`config.mk`:
```
export PLATFORM = sky130hd
export DESIGN_NAME = ctimer_top
export DESIGN_NICKNAME = d
export VERILOG_FILES = /design/src/rtl/ctimer_pkg.sv /design/src/rtl/ctimer_counter.sv /design/src/rtl/ctimer_flag.sv /design/src/rtl/ctimer_ctrl.sv /design/src/rtl/ctimer_top.sv
export SDC_FILE = /design/constraint.sdc
export NUM_CORES = 1
export LEC_CHECK = 0
export ABC_CLOCK_PERIOD_IN_PS = 2300
export CORE_ASPECT_RATIO = 0.9
export CORE_MARGIN = 3
export CORE_UTILIZATION = 43
export DETAILED_ROUTE_END_ITERATION = 8
export PLACE_DENSITY = 0.9
export SYNTH_ARGS = -nofsm -noshare
export SYNTH_HDL_FRONTEND = slang
export SYNTH_HIERARCHICAL = 1
export SYNTH_SLANG_ARGS = --single-unit
```
`constraint.sdc`:
```
create_clock -name clk -period 2.3 [get_ports clk]
set_input_delay 0.69 -clock clk [delete_from_list [all_inputs] [get_ports clk]]
set_output_delay 0.69 -clock clk [all_outputs]
set_load 0.05 [all_outputs]
```
`src/rtl/ctimer_pkg.sv`:
```
package ctimer_pkg;

  // Field positions inside the control/status byte
  localparam int OVF_FLAG_BIT = 7;
  localparam int RT_FLAG_BIT  = 6;
  localparam int OVF_EN_BIT   = 5;
  localparam int RT_EN_BIT    = 4;
  localparam int RATE_LSB     = 0;

  // Source indices for the per-flag generate loop
  localparam int SRC_RT   = 0;
  localparam int SRC_OVF  = 1;
  localparam int NUM_SRC  = 2;

  typedef struct packed {
    logic ovf;
    logic rt;
  } ctimer_evt_t;

endpackage

```
`src/rtl/ctimer_counter.sv`:
```
module ctimer_counter
  import ctimer_pkg::*;
#(
  parameter int CNT_W   = 8,
  parameter int SEL_W   = 2,
  parameter int RT_BASE = 4
) (
  input  logic             clk,
  input  logic             rst_n,
  input  logic             tick_en,
  input  logic [SEL_W-1:0] rate_sel,
  output logic [CNT_W-1:0] count_q,
  output ctimer_evt_t      evt
);

  localparam logic [CNT_W-1:0] CNT_MAX = {CNT_W{1'b1}};

  // The real-time tap is hit when the low (rate+RT_BASE) bits are all ones,
  // so the next advance lands on a multiple of the period.
  function automatic logic rt_tap_hit(input logic [CNT_W-1:0] cnt,
                                      input logic [SEL_W-1:0] rate);
    logic [CNT_W-1:0] mask;
    mask = CNT_W'((1 << (int'(rate) + RT_BASE)) - 1);
    return (cnt & mask) == mask;
  endfunction

  logic ovf_hit;
  logic rt_hit;

  assign ovf_hit = tick_en && (count_q == CNT_MAX);
  assign rt_hit  = tick_en && rt_tap_hit(count_q, rate_sel);

  assign evt.ovf = ovf_hit;
  assign evt.rt  = rt_hit;

  always_ff @(posedge clk or negedge rst_n) begin
    if (!rst_n) count_q <= '0;
    else if (tick_en) count_q <= count_q + 1'b1;
  end

  assert_advance_R2: assert property (@(posedge clk) disable iff (!rst_n)
    tick_en |=> (count_q - $past(count_q)) == CNT_W'(1));

  assert_hold_R2: assert property (@(posedge clk) disable iff (!rst_n)
    !tick_en |=> $stable(count_q));

  assert_wrap_zero_R3: assert property (@(posedge clk) disable iff (!rst_n)
    evt.ovf |=> count_q == '0);

  assert_rt_lsb_zero_R4: assert property (@(posedge clk) disable iff (!rst_n)
    evt.rt |=> count_q[RT_BASE-1:0] == '0);

endmodule

```
`src/rtl/ctimer_flag.sv`:
```
module ctimer_flag (
  input  logic clk,
  input  logic rst_n,
  input  logic set_evt,
  input  logic clr_req,
  output logic flag_q
);

  // A set event beats a clear in the same cycle.
  always_ff @(posedge clk or negedge rst_n) begin
    if (!rst_n)       flag_q <= 1'b0;
    else if (set_evt) flag_q <= 1'b1;
    else if (clr_req) flag_q <= 1'b0;
  end

  assert_set_wins_R6: assert property (@(posedge clk) disable iff (!rst_n)
    set_evt |=> flag_q);

  assert_clear_R5: assert property (@(posedge clk) disable iff (!rst_n)
    (clr_req && !set_evt) |=> !flag_q);

  assert_sticky_R5: assert property (@(posedge clk) disable iff (!rst_n)
    (!clr_req && flag_q) |=> flag_q);

endmodule

```
`src/rtl/ctimer_ctrl.sv`:
```
module ctimer_ctrl
  import ctimer_pkg::*;
#(
  parameter int DATA_W = 8,
  parameter int SEL_W  = 2
) (
  input  logic              clk,
  input  logic              rst_n,
  input  logic              csr_we,
  input  logic [DATA_W-1:0] csr_wdata,
  output logic              ovf_en,
  output logic              rt_en,
  output logic [SEL_W-1:0]  rate_sel,
  output logic [NUM_SRC-1:0] clr_vec
);

  // Writing 0 to a flag bit requests a clear; writing 1 requests nothing.
  assign clr_vec[SRC_OVF] = csr_we && !csr_wdata[OVF_FLAG_BIT];
  assign clr_vec[SRC_RT]  = csr_we && !csr_wdata[RT_FLAG_BIT];

  always_ff @(posedge clk or negedge rst_n) begin
    if (!rst_n) begin
      ovf_en   <= 1'b0;
      rt_en    <= 1'b0;
      rate_sel <= '0;
    end else if (csr_we) begin
      ovf_en   <= csr_wdata[OVF_EN_BIT];
      rt_en    <= csr_wdata[RT_EN_BIT];
      rate_sel <= csr_wdata[RATE_LSB +: SEL_W];
    end
  end

  assert_en_load_R7: assert property (@(posedge clk) disable iff (!rst_n)
    csr_we |=> (ovf_en == $past(csr_wdata[OVF_EN_BIT])) &&
               (rt_en == $past(csr_wdata[RT_EN_BIT])));

  assert_cfg_hold_R7: assert property (@(posedge clk) disable iff (!rst_n)
    !csr_we |=> $stable(rate_sel) && $stable(ovf_en) && $stable(rt_en));

endmodule

```
`src/rtl/ctimer_top.sv`:
```
module ctimer_top
  import ctimer_pkg::*;
#(
  parameter int CNT_W   = 8,
  parameter int SEL_W   = 2,
  parameter int RT_BASE = 4,
  parameter int DATA_W  = 8
) (
  input  logic              clk,
  input  logic              rst_n,
  input  logic              tick_en,
  input  logic              csr_we,
  input  logic [DATA_W-1:0] csr_wdata,
  output logic [DATA_W-1:0] csr_rdata,
  output logic [CNT_W-1:0]  count_q,
  output logic              irq
);

  ctimer_evt_t        evt;
  logic               ovf_en;
  logic               rt_en;
  logic [SEL_W-1:0]   rate_sel;
  logic [NUM_SRC-1:0] clr_vec;
  logic [NUM_SRC-1:0] set_vec;
  logic [NUM_SRC-1:0] flag_vec;
  logic [NUM_SRC-1:0] en_vec;
  logic               ovf_req;
  logic               rt_req;

  ctimer_counter #(
    .CNT_W  (CNT_W),
    .SEL_W  (SEL_W),
    .RT_BASE(RT_BASE)
  ) u_counter (
    .clk     (clk),
    .rst_n   (rst_n),
    .tick_en (tick_en),
    .rate_sel(rate_sel),
    .count_q (count_q),
    .evt     (evt)
  );

  ctimer_ctrl #(
    .DATA_W(DATA_W),
    .SEL_W (SEL_W)
  ) u_ctrl (
    .clk      (clk),
    .rst_n    (rst_n),
    .csr_we   (csr_we),
    .csr_wdata(csr_wdata),
    .ovf_en   (ovf_en),
    .rt_en    (rt_en),
    .rate_sel (rate_sel),
    .clr_vec  (clr_vec)
  );

  assign set_vec[SRC_OVF] = evt.ovf;
  assign set_vec[SRC_RT]  = evt.rt;
  assign en_vec[SRC_OVF]  = ovf_en;
  assign en_vec[SRC_RT]   = rt_en;

  for (genvar g = 0; g < NUM_SRC; g++) begin : g_flag
    ctimer_flag u_flag (
      .clk    (clk),
      .rst_n  (rst_n),
      .set_evt(set_vec[g]),
      .clr_req(clr_vec[g]),
      .flag_q (flag_vec[g])
    );
  end

  // Named per-source requests, kept visible for the checks below
  assign ovf_req = flag_vec[SRC_OVF] && en_vec[SRC_OVF];
  assign rt_req  = flag_vec[SRC_RT]  && en_vec[SRC_RT];
  assign irq     = ovf_req || rt_req;

  always_comb begin
    csr_rdata = '0;
    csr_rdata[OVF_FLAG_BIT]           = flag_vec[SRC_OVF];
    csr_rdata[RT_FLAG_BIT]            = flag_vec[SRC_RT];
    csr_rdata[OVF_EN_BIT]             = ovf_en;
    csr_rdata[RT_EN_BIT]              = rt_en;
    csr_rdata[RATE_LSB +: SEL_W]      = rate_sel;
  end

  assert_masked_R9: assert property (@(posedge clk) disable iff (!rst_n)
    (!csr_rdata[OVF_EN_BIT] && !csr_rdata[RT_EN_BIT]) |-> !irq);

  assert_flag_ungated_R9: assert property (@(posedge clk) disable iff (!rst_n)
    evt.ovf |=> csr_rdata[OVF_FLAG_BIT]);

  assert_irq_source_R8: assert property (@(posedge clk) disable iff (!rst_n)
    irq |-> (flag_vec != '0));

  assert_reserved_zero_R7: assert property (@(posedge clk) disable iff (!rst_n)
    csr_rdata[3:2] == 2'b00);

endmodule

```
==> results of run 1 <==
## state kept, by name (all words and copies together) (netlist names)
register	count
u_ctrl/rt_en	1
u_ctrl/ovf_en	1
g_flag.u_flag/flag_q	2
u_ctrl/rate_sel	2
u_counter/count_q	8
## area by class of cell
type | instances | area (um^2) | share of cell area [%]
Sequential cell | 14 | 350 | 38.1
Multi-Input combinational cell | 37 | 262 | 28.5
Timing Repair Buffer | 24 | 241 | 26.3
Clock buffer | 4 | 36.3 | 3.95
Tap cell | 14 | 17.5 | 1.91
Inverter | 3 | 11.3 | 1.23
## layer usage
metal / part of all wire (%) / GRT usage (%)
met1: 39 / 16.9
met2: 53 / 25.1
met3: 5.2 / 5.51
met4: 2.5 / 9.39
met5: 0 / 0
## cells by family (layout without fill, tap and decap cells)
logic type               after synthesis  after routing  synth area share [%]
flip-flops                            14             14                  52.7
adder cells (fa/ha/maj)                1              1                  1.88
other                                  1              2                 0.564
AND/OR/NAND/NOR                       17             17                  13.2
buffers and inverters                  9             31                  8.47
XOR/XNOR                               7              7                  9.23
multiplexers                           5              5                  8.47
AO/OA/AOI/OAI                          5              5                  5.46
## path summary, 6_finish.rpt
check,to,slack [ps],cells past startpoint
max,count_q[3],60,1
min,u_counter/count_q[0],520,1
max reg2reg,u_counter/count_q[6],1040,4
min reg2reg,u_counter/count_q[0],520,1
max in group asynchronous,u_counter/count_q[1],1130,1
min in group asynchronous,g_flag[1].u_flag/flag_q,780,1
## power by group through the flow
| stage | logic (mW) | registers [mW] | clock network, mW |
|---|---|---|---|
| detailed placement | 0.550 | 0.406 | 0 |
| finish | 0.543 | 0.399 | 0.170 |
| CTS | 0.550 | 0.401 | 0.174 |
| floorplan | 0.149 | 0.613 | 0 |
| global route | 0.572 | 0.415 | 0.192 |
| global placement | 0.531 | 0.399 | 0 |
## Yosys cell counts (all sizes together)
cell	count	area, um^2
nor2	4	15.0
xor2	5	43.8
inv	3	11.3
a22o	1	8.76
a211oi	1	7.51
a21o	2	15.0
dfrtp	14	350
xnor2	2	17.5
nor4	1	12.5
buf	6	45.0
mux2	5	56.3
nor3	2	10.0
o21ai	1	5.00
conb	1	3.75
nand2	7	31.3
nand4	1	6.26
ha	1	12.5
nor2b	2	12.5
## through the flow
stage	cells	hold slack, ps	cell area, um^2	power, mW
2_1_floorplan	60	394	668	0.761
3_3_place_gp	92	484	878	0.931
3_5_place_dp	92	509	878	0.956
4_1_cts	96	524	913	1.13
5_1_grt	96	533	918	1.18
6_report	96	517	918	1.11
## placed cells by master, fill, tap and decap left out
cell type,instances
a22o_1,1
mux2_2,5
inv_1,3
nand2_1,5
nor3_1,2
dlymetal6s2s_1,2
dfrtp_1,14
buf_4,1
a211oi_1,1
nor2_1,4
nand2_2,2
nand4_1,1
conb_1,2
xor2_1,5
clkdlybuf4s50_1,20
ha_1,1
a21o_1,2
nor4_2,1
clkbuf_4,3
dlygate4sd2_1,1
o21ai_0,1
nor2b_1,2
clkbuf_8,1
xnor2_1,2
## timing repair
action | CTS | global route
resized for setup | 1 | 2
endpoints found under the setup margin | 1 | 2
endpoints found under the hold margin | 0 | 0
==> run metrics, run 1 <==
syn_area_per_cell about 11 um^2; share of the yosys chip area belonging to registers 52.7%; Hold Path Origin u_counter/count_q[0]; DRT iter0 DRCs 2; Tot GR Track Use approximately 16%; Rows 12; Hold-fix buffers, CTS 0; clock share of power between 10% and 20%; gpl congestion ~0.72; CTS tree built; Pleak 0.453 nW; Fin Setup TNS 0 ps; Die H 43.3 um; slew of the pin with the lowest slew margin 587 ps; worst setup margin approximately 64 ps; critical path class reg -> out; DRT Pass-1 Iters 4; DRT Wirelength around 1.3 mm; Util after Layout just under 70%; Antenna Cells 0; CP Capture Type primary output; Initial Utilization around 50%; RSZ-0062 raised after global routing false; final clock skew approximately 2.0 ps; mean routed wirelength per cell around 14 um; I/O pins 29; # H-tree levels 1; combinational power share 48.8%; minimum clock period 2240 ps; peak supply drop about 0.8 mV; period utilization between 90 and 100%; family with the most delay on the worst path buffers and inverters; CTS max path bufs 2; # port buffers 24; antenna violations before repair 0; FF+latch count, synth 14; area delta synth->final 38.2%; Critical Path AT roughly 1600 ps; DR vias ~480; layout cells sized above 1 between 15 and 20%; MaxCap Viol Count 0; die width between 40 and 50 um; slew margin rel. 60.7%; core area approximately 0.0013 mm^2; post-synth cell types 19; Hold Crit Class reg -> reg; Cell Pwr Density between 1000 and 1500 mW/mm^2; remaining antenna violation count 0; Final Slew Violations 0; Reg clk slew, reported paths about 80 ps; Layout fillers 103; Hold Fails Final Rpt 0; cell count after synthesis slightly below 60; Fmax approximately 450 MHz; die area between 0.002 and 0.0025 mm^2; YS warnings 6; Clock Sinks 14; reg2reg start u_counter/count_q[0]; fin nets 96; status finished, final reports clean; clock insertion delay at the later pin of the skew report between 200 and 300 ps; final setup fails 0; P_sw about 500 uW; postcts setup bufs 0; Critical Path RT 1610 ps; sequential share of power between 30% and 40%; global-route wire length before repair 2.23 mm; Critical Path Start Type flip-flop; number of vias per cell about 5.0; CP max stage cell clkdlybuf4s50_1; Remaining Overflow, GRT 0; vias in the first global route ~490; Place WS ~280 ps; Power Internal around 600 uW; CTS buffer count 3; Cell Area, Synth around 660 um^2; CP Cell Sequence clkdlybuf4s50_1; CP peak stage delay about 830 ps; # DRC 0; pin count of the biggest net entering global routing 15; dpl hpwl 1.07 mm; Max Fanout on Critical Path 5; Clock Root Buffer clkbuf_4; switch share between 40% and 50%; Buf/Inv on CP 1; Worst Setup SP u_counter/count_q[3]
(Power assumes the default switching activity.)
==> run 2: changes to the inputs <==
--- a/config.mk
+++ b/config.mk
@@ -8,9 +8,9 @@
 export ABC_CLOCK_PERIOD_IN_PS = 2300
 export CORE_ASPECT_RATIO = 0.9
 export CORE_MARGIN = 3
-export CORE_UTILIZATION = 43
+export CORE_UTILIZATION = 38
 export DETAILED_ROUTE_END_ITERATION = 8
-export PLACE_DENSITY = 0.9
+export PLACE_DENSITY = 0.81
 export SYNTH_ARGS = -nofsm -noshare
 export SYNTH_HDL_FRONTEND = slang
 export SYNTH_HIERARCHICAL = 1
==> run 2 against run 1 <==
Net effect: final area up 0.68%; setup slack better by 1.3 ps; critical path depth unchanged; flip-flop and latch count unchanged; utilization down 8.9 points; critical path type unchanged; clock skew down 1.4 ps; wire length up 5.3%; cell count up 8.3%; highest routed layer is now met3; register-to-register slack worse by 20 ps.
==> run metrics, run 2 (same netlist as run 1, synthesis figures left out) <==
clock insertion delay at the later pin of the skew report 270 ps (about the same); clock share of power 15.8% (+0.5 points); peak supply drop 0.803 mV (+0.77%); Critical Path Start Type flip-flop; Antenna Cells 0 (unchanged); Hold Path End u_counter/count_q[7]; Die H 45.7 um (+5.5%); Final Slew Violations 0 (unchanged); layout cells sized above 1 17.1% (+1.2 points); # port buffers 24 (unchanged); reg2reg start u_counter/count_q[0]; Cell Pwr Density 1210 mW/mm^2 (-0.17%); Worst Setup SP u_counter/count_q[2]; die width 50.1 um (+5.6%); Fin Setup TNS 0 ps (unchanged); pin count of the biggest net entering global routing 15 (unchanged); core area 0.00155 mm^2 (+16%); period utilization 97.2% (about the same); biggest regs u_counter/count_q x8, g_flag.u_flag/flag_q x2, u_ctrl/rate_sel x2; remaining antenna violation count 0 (unchanged); number of vias per cell 4.54 (-9.4%); CP peak stage delay 840 ps (about the same); slew margin rel. 58.9% (-1.8 points); final clock skew 0.637 ps (-1.39 ps); DRT iter0 DRCs 13 (+11); CP max stage cell clkdlybuf4s50_1; P_sw 521 uW (+1.9%); Remaining Overflow, GRT 0 (unchanged); reg-to-reg setup timing slack 1020 ps (-20 ps); mean routed wirelength per cell 13.2 um (-2.8%); Critical Path RT 1610 ps (about the same); critical path class reg -> out; Initial Utilization 43.0% (-6.7 points); Hold Path Origin u_counter/count_q[7]; CP Cell Sequence clkdlybuf4s50_1; met1 WL 628 um (+23%); tightest hold margin 508 ps (-9.37 ps); met2 wire length 666 um (-3.1%); final setup fails 0 (unchanged); CP Capture Type primary output; sequential share of power 36.2% (+0.3 points); Clock Sinks 14 (unchanged); # H-tree levels 1 (unchanged); I/O pins 29 (unchanged); DRT Wirelength 1.37 mm (+5.3%); antenna violations before repair 0 (unchanged); combinational power share 48.0% (-0.8 points); met3 routed WL 73 um (+7.4%); area delta synth->final 39.2%; die area 0.00229 mm^2 (+11%); MaxCap Viol Count 0 (unchanged); family with the most delay on the worst path buffers and inverters; status finished, final reports clean; gpl congestion 0.692 (-3.4%); DR top layer met3; Rows 13 (+1); minimum clock period 2230 ps (-1.30 ps); DR vias 472 (-1.9%); Tot GR Track Use 13.2% (-2.4 points); dpl hpwl 1.03 mm (-3.8%); Hold Crit Class reg -> reg; most common cell after layout, fill and taps aside clkdlybuf4s50_1; Reg clk slew, reported paths 90 ps (about the same); DRT Pass-1 Iters 4 (unchanged); fin nets 96 (unchanged); # DRC 0 (unchanged); Fmax 447 MHz (about the same); CTS tree built; Hold Fails Final Rpt 0 (unchanged); CTS buffer count 3 (unchanged); Power Internal 597 uW (-0.70%); global-route wire length before repair 2.30 mm (+3.1%); Pleak 0.440 nW (-2.9%); Largest Register u_counter/count_q; Critical Path AT 1540 ps (about the same); CTS max path bufs 2 (unchanged); max reg flops 8 (unchanged); Buf/Inv on CP 1 (unchanged); postcts setup bufs 0 (unchanged); Max Fanout on Critical Path 4 (-1); slew of the pin with the lowest slew margin 614 ps (+26.7 ps); RSZ-0062 raised after global routing false; FF-to-FF End u_counter/count_q[6]; Clock Root Buffer clkbuf_4; vias in the first global route 532 (+8.1%); switch share 46.6% (+0.65 points); worst-case reg-to-reg path depth 4 (unchanged); Hold Crit Depth 1 (unchanged); most frequent cells in the layout clkdlybuf4s50_1, dfrtp_1, nand2_1, xor2_1, mux2_2; Layout fillers 138 (+34%)
==> run 2: cell count changes in the layout (fill, tap and decap cells not counted) <==
cell and delta:
buf_4 +1, dlygate4sd2_1 -1, dlymetal6s2s_1 -1, clkdlybuf4s50_1 +1
==> run 2: stage by stage <==
stage / setup slack [ps] / area, um^2 / power [mW] / utilization [%] / instances
global route: 8.91 / 925 / 1.18 / 59.8 / 104
global placement: 322 / 886 / 0.932 / 57.3 / 100
CTS: 4.75 / 922 / 1.12 / 59.7 / 104
detailed placement: 278 / 886 / 0.946 / 57.3 / 100
floorplan: 465 / 668 / 0.761 / - / 60
finish: 65.2 / 925 / 1.12 / 59.8 / 104
==> run 2: power groups by stage <==
stage | Clock (mW) | Sequential, mW | Combinational, mW
finish | 0.176 | 0.405 | 0.536
global route | 0.194 | 0.416 | 0.568
CTS | 0.180 | 0.403 | 0.541
detailed placement | 0 | 0.407 | 0.539
global placement | 0 | 0.403 | 0.529
floorplan | 0 | 0.613 | 0.149
==> run 2: timing repair <==
action,in CTS,in global routing
hold buffers,0,0
endpoints found under the hold margin,0,0
resized for setup,0,1
endpoints found under the setup margin,0,1
==> run 2: final cells by class <==
class	instances	area (um^2)	area share [%]
Clock buffer	4	36.3	3.92
Inverter	3	11.3	1.22
Multi-Input combinational cell	37	262	28.3
Sequential cell	14	350	37.9
Tap cell	22	27.5	2.98
Timing Repair Buffer	24	238	25.7
==> run 2: worst max path at each step <==
| stage | endpoint | depth (start not counted) |
|---|---|---|
| after detailed placement | g_flag[1].u_flag/flag_q | 4 |
| after floorplan | irq | 1 |
| after global placement | irq | 2 |
| after CTS | irq | 2 |
| final | count_q[2] | 1 |
| after global routing | count_q[6] | 1 |
==> run 2: metal layers <==
metal,vias up,global-route usage (%)
met5,-,0
met4,0,1.66
met3,0,3.61
met2,14,25.5
met1,229,15.1
li1,229,-
==> run 3: changes to the inputs <==
--- a/config.mk
+++ b/config.mk
@@ -11,6 +11,7 @@
 export CORE_UTILIZATION = 38
 export DETAILED_ROUTE_END_ITERATION = 8
 export PLACE_DENSITY = 0.81
+export SKIP_CTS_REPAIR_TIMING = 1
 export SYNTH_ARGS = -nofsm -noshare
 export SYNTH_HDL_FRONTEND = slang
 export SYNTH_HIERARCHICAL = 1
==> results of run 3 <==
The final DEF is identical to that of run 2; final timing and power are the same.
